--- config.mk ---
export PLATFORM = sky130hd
export DESIGN_NAME = seg_xlate
export DESIGN_NICKNAME = d
export VERILOG_FILES = /design/src/rtl/seg_xlate_pkg.sv /design/src/rtl/seg_xlate_ctrl.sv /design/src/rtl/seg_xlate_descfile.sv /design/src/rtl/seg_xlate_dp.sv /design/src/rtl/seg_xlate.sv
export SDC_FILE = /design/constraint.sdc
export NUM_CORES = 1
export LEC_CHECK = 0
export BUFFER_PORTS_ARGS = -buffer_cell sky130_fd_sc_hd__buf_4
export CAP_MARGIN = 25
export CORE_MARGIN = 2
export CORE_UTILIZATION = 25
export DETAILED_ROUTE_END_ITERATION = 10
export PLACE_DENSITY = 0.41
export SLEW_MARGIN = 10
export SYNTH_ARGS = -nofsm -noshare
export SYNTH_HDL_FRONTEND = slang
export SYNTH_HIERARCHICAL = 1
export SYNTH_SLANG_ARGS = --single-unit
--- constraint.sdc ---
create_clock -name clk -period 2.7 [get_ports clk]
set_input_delay 0.27 -clock clk [delete_from_list [all_inputs] [get_ports clk]]
set_output_delay 0.27 -clock clk [all_outputs]
set_load 0.05 [all_outputs]
--- src/rtl/seg_xlate_pkg.sv ---
package seg_xlate_pkg;

  localparam int SEG_COUNT = 6;
  localparam int SEG_IDX_W = 3;

  localparam logic [1:0] KIND_FETCH = 2'd0;
  localparam logic [1:0] KIND_STACK = 2'd1;

  localparam logic [SEG_IDX_W-1:0] SEG_CODE  = 3'd0;
  localparam logic [SEG_IDX_W-1:0] SEG_STACK = 3'd1;
  localparam logic [SEG_IDX_W-1:0] SEG_DATA  = 3'd2;

  localparam logic [1:0] REASON_NONE  = 2'b00;
  localparam logic [1:0] REASON_LIMIT = 2'b01;
  localparam logic [1:0] REASON_PERM  = 2'b10;

  typedef struct packed {
    logic rd;
    logic wr;
    logic ex;
    logic usr;
  } segPerm_t;

  typedef struct packed {
    logic                 capture;
    logic [SEG_IDX_W-1:0] segSel;
    logic                 needRead;
    logic                 needWrite;
    logic                 needExec;
    logic                 userMode;
  } xlateStrobe_t;

endpackage

--- src/rtl/seg_xlate_ctrl.sv ---
module seg_xlate_ctrl
  import seg_xlate_pkg::*;
(
  input  logic                 reqValid,
  input  logic [1:0]           reqKind,
  input  logic                 reqWrite,
  input  logic                 reqUser,
  input  logic                 ovrValid,
  input  logic [SEG_IDX_W-1:0] ovrSeg,
  output xlateStrobe_t         strb
);

  logic ovrUsable;
  assign ovrUsable = ovrValid && (ovrSeg < SEG_IDX_W'(SEG_COUNT));

  always_comb begin
    strb          = '0;
    strb.capture  = reqValid;
    strb.userMode = reqUser;
    case (reqKind)
      KIND_FETCH: begin
        strb.segSel   = SEG_CODE;
        strb.needExec = 1'b1;
      end
      KIND_STACK: begin
        strb.segSel    = SEG_STACK;
        strb.needWrite = reqWrite;
        strb.needRead  = !reqWrite;
      end
      default: begin
        strb.segSel    = ovrUsable ? ovrSeg : SEG_DATA;
        strb.needWrite = reqWrite;
        strb.needRead  = !reqWrite;
      end
    endcase
  end

endmodule

--- src/rtl/seg_xlate_descfile.sv ---
module seg_xlate_descfile
  import seg_xlate_pkg::*;
#(
  parameter int OFS_W  = 16,
  parameter int ADDR_W = 32
) (
  input  logic                 clk,
  input  logic                 rstN,
  input  logic                 ldValid,
  input  logic [SEG_IDX_W-1:0] ldSeg,
  input  logic [ADDR_W-1:0]    ldBase,
  input  logic [OFS_W:0]       ldLimit,
  input  segPerm_t             ldPerm,
  input  logic [SEG_IDX_W-1:0] rdSel,
  output logic [ADDR_W-1:0]    rdBase,
  output logic [OFS_W:0]       rdLimit,
  output segPerm_t             rdPerm
);

  localparam int LIM_W = OFS_W + 1;
  localparam logic [LIM_W-1:0] LIMIT_OPEN = LIM_W'(1) << OFS_W;

  logic [ADDR_W-1:0] baseQ  [SEG_COUNT];
  logic [LIM_W-1:0]  limitQ [SEG_COUNT];
  segPerm_t          permQ  [SEG_COUNT];

  for (genvar gi = 0; gi < SEG_COUNT; gi++) begin : g_slot
    logic slotWe;
    assign slotWe = ldValid && (ldSeg == SEG_IDX_W'(gi));
    always_ff @(posedge clk or negedge rstN) begin
      if (!rstN) begin
        baseQ[gi]  <= '0;
        limitQ[gi] <= LIMIT_OPEN;
        permQ[gi]  <= '1;
      end else if (slotWe) begin
        baseQ[gi]  <= ldBase;
        limitQ[gi] <= ldLimit;
        permQ[gi]  <= ldPerm;
      end
    end
  end

  always_comb begin
    rdBase  = baseQ[SEG_DATA];
    rdLimit = limitQ[SEG_DATA];
    rdPerm  = permQ[SEG_DATA];
    for (int i = 0; i < SEG_COUNT; i++) begin
      if (rdSel == SEG_IDX_W'(i)) begin
        rdBase  = baseQ[i];
        rdLimit = limitQ[i];
        rdPerm  = permQ[i];
      end
    end
  end

endmodule

--- src/rtl/seg_xlate_dp.sv ---
module seg_xlate_dp
  import seg_xlate_pkg::*;
#(
  parameter int OFS_W  = 16,
  parameter int ADDR_W = 32
) (
  input  logic                 clk,
  input  logic                 rstN,
  input  xlateStrobe_t         strb,
  input  logic [OFS_W-1:0]     reqOffset,
  input  logic                 ldValid,
  input  logic [SEG_IDX_W-1:0] ldSeg,
  input  logic [ADDR_W-1:0]    ldBase,
  input  logic [OFS_W:0]       ldLimit,
  input  segPerm_t             ldPerm,
  output logic                 rspValid,
  output logic                 rspFault,
  output logic [1:0]           rspReason,
  output logic [ADDR_W-1:0]    rspLinear
);

  logic [ADDR_W-1:0] selBase;
  logic [OFS_W:0]    selLimit;
  segPerm_t          selPerm;

  seg_xlate_descfile #(.OFS_W(OFS_W), .ADDR_W(ADDR_W)) u_desc (
    .clk     (clk),
    .rstN    (rstN),
    .ldValid (ldValid),
    .ldSeg   (ldSeg),
    .ldBase  (ldBase),
    .ldLimit (ldLimit),
    .ldPerm  (ldPerm),
    .rdSel   (strb.segSel),
    .rdBase  (selBase),
    .rdLimit (selLimit),
    .rdPerm  (selPerm)
  );

  logic [ADDR_W-1:0] sumAddr;
  logic              limitHit;
  logic              permHit;
  logic              anyFault;
  logic [1:0]        reasonNext;

  assign sumAddr  = selBase + ADDR_W'(reqOffset);
  assign limitHit = {1'b0, reqOffset} >= selLimit;
  assign permHit  = (strb.needRead  && !selPerm.rd) ||
                    (strb.needWrite && !selPerm.wr) ||
                    (strb.needExec  && !selPerm.ex) ||
                    (strb.userMode  && !selPerm.usr);
  assign anyFault = limitHit || permHit;

  always_comb begin
    if (limitHit)     reasonNext = REASON_LIMIT;
    else if (permHit) reasonNext = REASON_PERM;
    else              reasonNext = REASON_NONE;
  end

  always_ff @(posedge clk or negedge rstN) begin
    if (!rstN) begin
      rspValid  <= 1'b0;
      rspFault  <= 1'b0;
      rspReason <= REASON_NONE;
      rspLinear <= '0;
    end else begin
      rspValid  <= strb.capture;
      rspFault  <= strb.capture && anyFault;
      rspReason <= strb.capture ? reasonNext : REASON_NONE;
      rspLinear <= (strb.capture && !anyFault) ? sumAddr : '0;
    end
  end

endmodule

--- src/rtl/seg_xlate.sv ---
module seg_xlate
  import seg_xlate_pkg::*;
#(
  parameter int OFS_W  = 16,
  parameter int ADDR_W = 32
) (
  input  logic              clk,
  input  logic              rstN,
  input  logic              reqValid,
  input  logic [1:0]        reqKind,
  input  logic              reqWrite,
  input  logic              reqUser,
  input  logic              ovrValid,
  input  logic [2:0]        ovrSeg,
  input  logic [OFS_W-1:0]  reqOffset,
  input  logic              ldValid,
  input  logic [2:0]        ldSeg,
  input  logic [ADDR_W-1:0] ldBase,
  input  logic [OFS_W:0]    ldLimit,
  input  logic              ldRead,
  input  logic              ldWrite,
  input  logic              ldExec,
  input  logic              ldUser,
  output logic              rspValid,
  output logic              rspFault,
  output logic [1:0]        rspReason,
  output logic [ADDR_W-1:0] rspLinear
);

  xlateStrobe_t strb;
  segPerm_t     ldPerm;

  assign ldPerm = '{rd: ldRead, wr: ldWrite, ex: ldExec, usr: ldUser};

  seg_xlate_ctrl u_ctrl (
    .reqValid (reqValid),
    .reqKind  (reqKind),
    .reqWrite (reqWrite),
    .reqUser  (reqUser),
    .ovrValid (ovrValid),
    .ovrSeg   (ovrSeg),
    .strb     (strb)
  );

  seg_xlate_dp #(.OFS_W(OFS_W), .ADDR_W(ADDR_W)) u_dp (
    .clk       (clk),
    .rstN      (rstN),
    .strb      (strb),
    .reqOffset (reqOffset),
    .ldValid   (ldValid),
    .ldSeg     (ldSeg),
    .ldBase    (ldBase),
    .ldLimit   (ldLimit),
    .ldPerm    (ldPerm),
    .rspValid  (rspValid),
    .rspFault  (rspFault),
    .rspReason (rspReason),
    .rspLinear (rspLinear)
  );

endmodule

Word-level counts from Yosys, hierarchy flattened
Index checks and enable logic that the tools add are counted.
Widths: inputs -> output; s select.
{"block": "totals", "register_bits": 354, "input_bits": 84, "out_inout_bits": 36, "elab_cells": 106}
{"block": "classes", "addsub": 1, "order_cmp": 2, "eq_ne": 11, "muxes": 26, "reduce_logical": 26}
{"cell": "$mux 32", "n": 7}
{"cell": "$mux 17", "n": 6}
{"cell": "$add 32x16->32", "n": 1}
{"cell": "$mux 4", "n": 6}
{"cell": "$ge 16x17->1", "n": 1}
{"cell": "$logic_and 1x1->1", "n": 13}
{"cell": "$eq 3x2->1 const B", "n": 4}
{"cell": "$eq 3x3->1 const B", "n": 4}
{"cell": "$mux 2", "n": 4}
{"cell": "$eq 3x1->1 const B", "n": 2}
{"cell": "$logic_not 1->1", "n": 6}
{"cell": "$logic_not 3->1", "n": 2}
{"cell": "$pmux 3 s2", "n": 1}
{"cell": "$logic_or 1x1->1", "n": 4}
{"cell": "$lt 3x3->1 const B", "n": 1}
{"cell": "$mux 3", "n": 1}
{"cell": "$eq 2x1->1 const B", "n": 1}
{"cell": "$logic_not 2->1", "n": 1}
{"cell": "$mux 1", "n": 1}

Depth between registers and ports, before layout
{"block": "logic_depth", "depth_word": 20, "ltp_mapped": 19, "ltp_nobuf": 14}

By module
Netlist, hierarchy kept.
{"module": "seg_xlate_descfile", "n_inst": 1, "cells_each": 1166, "area_each_um2": 14853.0, "seq_area_each_um2": 7995.2}
{"module": "seg_xlate_dp", "n_inst": 1, "cells_each": 298, "area_each_um2": 2738.9, "seq_area_each_um2": 900.9}
{"module": "seg_xlate_ctrl", "n_inst": 1, "cells_each": 11, "area_each_um2": 68.8, "seq_area_each_um2": 0.0}

Worst setup path after synthesis
Ideal clock, no wire load.
{"block": "synth_timing", "path_kind": "in2reg", "start": "input reqKind[0]", "end": "register u_dp.rspLinear[15]", "setup_time_ns": 0.121, "arrival_time_ns": 3.240, "t_required_ns": 2.579, "setup_slack_ns": -0.662, "stages": 16, "path_buffers": 4, "cell_sequence": "nor2b_1 > a41o_1 > buf_2 > nand2b_1 > buf_2 > buf_2 > buf_2 > nand3_1 > a221oi_1 > ha_1 > a21o_1 > nand2_1 > o221ai_4 > a41o_4 > a31o_1 > a2111oi_1"}
{"element": "start, declared", "line": "seg_xlate.sv:10", "source": "input logic [1:0] reqKind,"}
{"element": "end signal, assigned", "line": "seg_xlate_dp.sv:70", "source": "rspLinear <= (strb.capture && !anyFault) ? sumAddr : '0;"}
{"element": "end, declared", "line": "seg_xlate_dp.sv:19", "source": "output logic [ADDR_W-1:0] rspLinear"}

==> out/results.ini <==
[floorplan]
rows=97
io_pins=120
fp.coreArea_um2=70000
die_h_um=270
fp.dieW_um=270
fp.dieArea_um2=72800
start_util_pct=25.2

[layout]
n_fill_cell=6900
nets=1967
final_cell_mix=dfrtp_1, mux2_2, buf_4
design_area_um2=25300
layoutNonFillerInstCount=2823
mostFrequentLayoutCell=dfrtp_1
area.growth.synth_to_final_pct=43.2
drive_gt1_share_pct=52.5
antenna_cells=0

[synthesis]
yosys_warnings=6
synth.net_count=1592
synth_xor_xnor_area_share_pct=0.992
synth_top_family_by_area=multiplexers
ys_ff_latch=354
synth_async_sr_flop_share_pct=100
ys_types=71
synthFlopType=dfrtp_1
syn-cell-area_um2=17700
synth-edff-count=0
synth_seq_area_share_pct=50.4
muxShareOfSynthArea_pct=20.4
netlist_instances=1475
synth_simple_gate_area_share_pct=11.5
synthAdderAreaFrac_pct=2.38
synth_compound_area_share_pct=10.5
postSynthAreaPerCell_um2=12.0

[run_status]
failed_checks=negative setup slack
outcome=finished with violations

[sta]
slew_headroom_pct=58.0
skew_ns=0.0273
fin_ws_ns=-0.341
rsz0062_at_grt=true
slew_violations=0
period_share_pct=113
fin_crit_ns=3.04
worstMarginPinSlew_ns=0.629
max_freq_mhz=329
finalSetupViolCount=35
final-hold-violation-count=0

[grt]
antenna_found_initial=1
grt_pass1_vias=14400
grt_max_degree=72
grt_pass1_wl_um=92000
overflow=0
track_usage_pct=16.5

[clock_network]
cts_root_buffer=clkbuf_16
cts_buffer_depth=3
clock_latency_ns=0.58
cts_sinks=354
clk_pin_slew_ns=0.06
cts_tree=yes
cts_buffers=43
cts_htree_levels=2

[routing]
drt-vias-per-instance=4.76
drc=0
detail_route.wl_per_cell_um=21.5
wl_um=60700
met2_length_um=27900
route.top_layer_used=met5
vias=13400
drtIter0Drc=591
ant_nets=0
dr_wl_met3_um=2220
wl_met1_um=29200
dr.pass1.iters=4

[worst_hold_path]
hp-class=in2reg
hold_start=ldBase[3]

[pwr]
p_leak_nw=10.7
finalPower_mw=18.4
power_density_nw_per_um2=730
peakVddDrop_mv=0.363

[critical_path]
cp-startpoint=ovrSeg[1]
endpoint_kind=flip-flop
required_ns=3.19
cp_max_fo=8
timing.rr.start=u_dp/u_desc/baseQ[161]$_DFFE_PN0P_
cp_slowest_stage_delay_ns=0.32
crit_slowest_cell=ha_1
arrival_ns=3.54
startpoint_type=primary input
crit_path_cell_trace=buf_8 > inv_4 > and4_4 > nand2b_4 > buf_12 > buf_16 > nand3_2 > a221oi_4 > ha_1 > a21o_1 > a221oi_4 > o21ai_2 > a21o_1 > a21oi_4 > clkbuf_16 > buf_4 > o21ai_1 > a21oi_1
worst-path-buf-inv=6
critPathTopFamily=compound AO/OA/AOI/OAI gates
critPathKind=in2reg

[place]
dp_hpwl_um=37000
routabilityCongestion=0.789
io_buffer_count=119
dpl_cell_area_um2=21000
dp_cells=2612

[run]
maxCapViolCount=0

[layout make-up]
| cell class | instances | area, um^2 | share of cell area (%) |
|---|---|---|---|
| multi-input cells | 989 | 9470 | 37.5 |
| flip-flops and latches | 354 | 8900 | 35.2 |
| repair buffers | 431 | 4260 | 16.8 |
| clock buffers | 65 | 1290 | 5.10 |
| well taps | 940 | 1180 | 4.65 |
| inverters | 31 | 119 | 0.470 |
| clock inverters | 13 | 75.1 | 0.297 |
[per-stage QoR]
stage	worst slack [ns]	util, %	hold slack, ns	setup TNS (ns)
after global placement	-1.19	30.0	0.179	-35.61
after floorplan	-0.475	-	-0.0256	-13.18
after detailed placement	-1.19	30.0	0.181	-37.15
final	-0.341	36.1	0.0239	-8.48
after CTS	-0.316	35.0	0.00288	-7.65
after global routing	-0.466	36.1	0.0160	-12.19
[kinds of logic (layout without fill, tap and decap cells)]
family / count (synthesis) / in the layout
compound gates: 246 / 246
xor+xnor: 20 / 20
fa+ha+maj: 33 / 33
buf+inv: 133 / 540
flops: 354 / 354
mux: 320 / 320
simple gates: 369 / 370
[worst reg2reg max path: stages, from the launching register on]
cell       delay, ns
dfrtp_1         0.38
or3_4           0.41
o2111ai_4       0.10
a221oi_2        0.07
buf_4           0.16
ha_4            0.25
a21o_1          0.13
nand2_2         0.08
o221ai_4        0.24
a41o_4          0.32
a21oi_4         0.10
clkbuf_16       0.17
or4_4           0.41
a21oi_2         0.14
[registers in the layout, summed over array words and instances, names as in the netlist]
signal              cells
u_dp/u_desc/baseQ     192
u_dp/rspLinear         32
u_dp/rspValid           1
u_dp/rspFault           1
u_dp/u_desc/permQ      24
u_dp/rspReason          2
u_dp/u_desc/limitQ    102
[power breakdown]
group          total [mW]  switching (mW)  internal, mW
Clock                5.64            2.35          3.29
Combinational        5.72            2.74          2.99
Sequential           7.08           0.584          6.50
Total                18.4            5.68          12.8
[Yosys cell counts, types with 3 or more instances]
cell	instances	area share, %
dfrtp_1	324	46
mux2_2	313	20
nor2_1	88	1.9
a21oi_1	77	2.2
nand3_1	63	1.8
nand2b_1	56	2.0
or3_1	56	2.0
nor2b_1	55	1.9
a221oi_1	53	2.6
o2111ai_1	53	2.6
clkbuf_1	37	0.79
buf_2	32	0.91
ha_1	32	2.3
dfstp_2	30	4.5
inv_1	30	0.64
buf_4	23	0.98
nand2_1	18	0.38
xor2_1	15	0.74
a21o_1	11	0.47
o21ai_0	11	0.31
buf_6	8	0.51
o21ai_1	8	0.23
mux2_1	5	0.32
xnor2_1	5	0.25
and3_1	4	0.14
nor3_1	4	0.11
and2_1	3	0.11
nor3b_1	3	0.13
[per-layer routing]
metal | track usage (%) | vias to the layer above
met1 | 23.3 | 6974
li1 | - | 6170
met4 | 4.06 | 2
met2 | 26.4 | 223
met3 | 2.65 | 75
met5 | 0 | -
[repair_timing]
item                       4_1_cts  5_1_grt
setup buffers                   50       24
hold buffers                    52        0
gates resized for setup        169      115
pin swaps                       66       87
cloned                          12        1
setup endpoints to repair       35       35
hold endpoints to repair       433        0
[final timing paths]
check	cells after the start	slack, ns	endpoint
hold / removal	2	0.02	u_dp/u_desc/baseQ[131]$_DFFE_PN0P_
setup reg to reg	13	-0.31	u_dp/rspLinear[27]$_DFF_PN0_
min in group asynchronous	2	0.18	u_dp/u_desc/baseQ[132]$_DFFE_PN0P_
hold reg to reg	1	0.49	u_dp/u_desc/baseQ[38]$_DFFE_PN0P_
max in group asynchronous	4	1.55	u_dp/rspLinear[13]$_DFF_PN0_
setup / recovery	18	-0.34	u_dp/rspLinear[19]$_DFF_PN0_
Power figures use the tool's default switching activity.
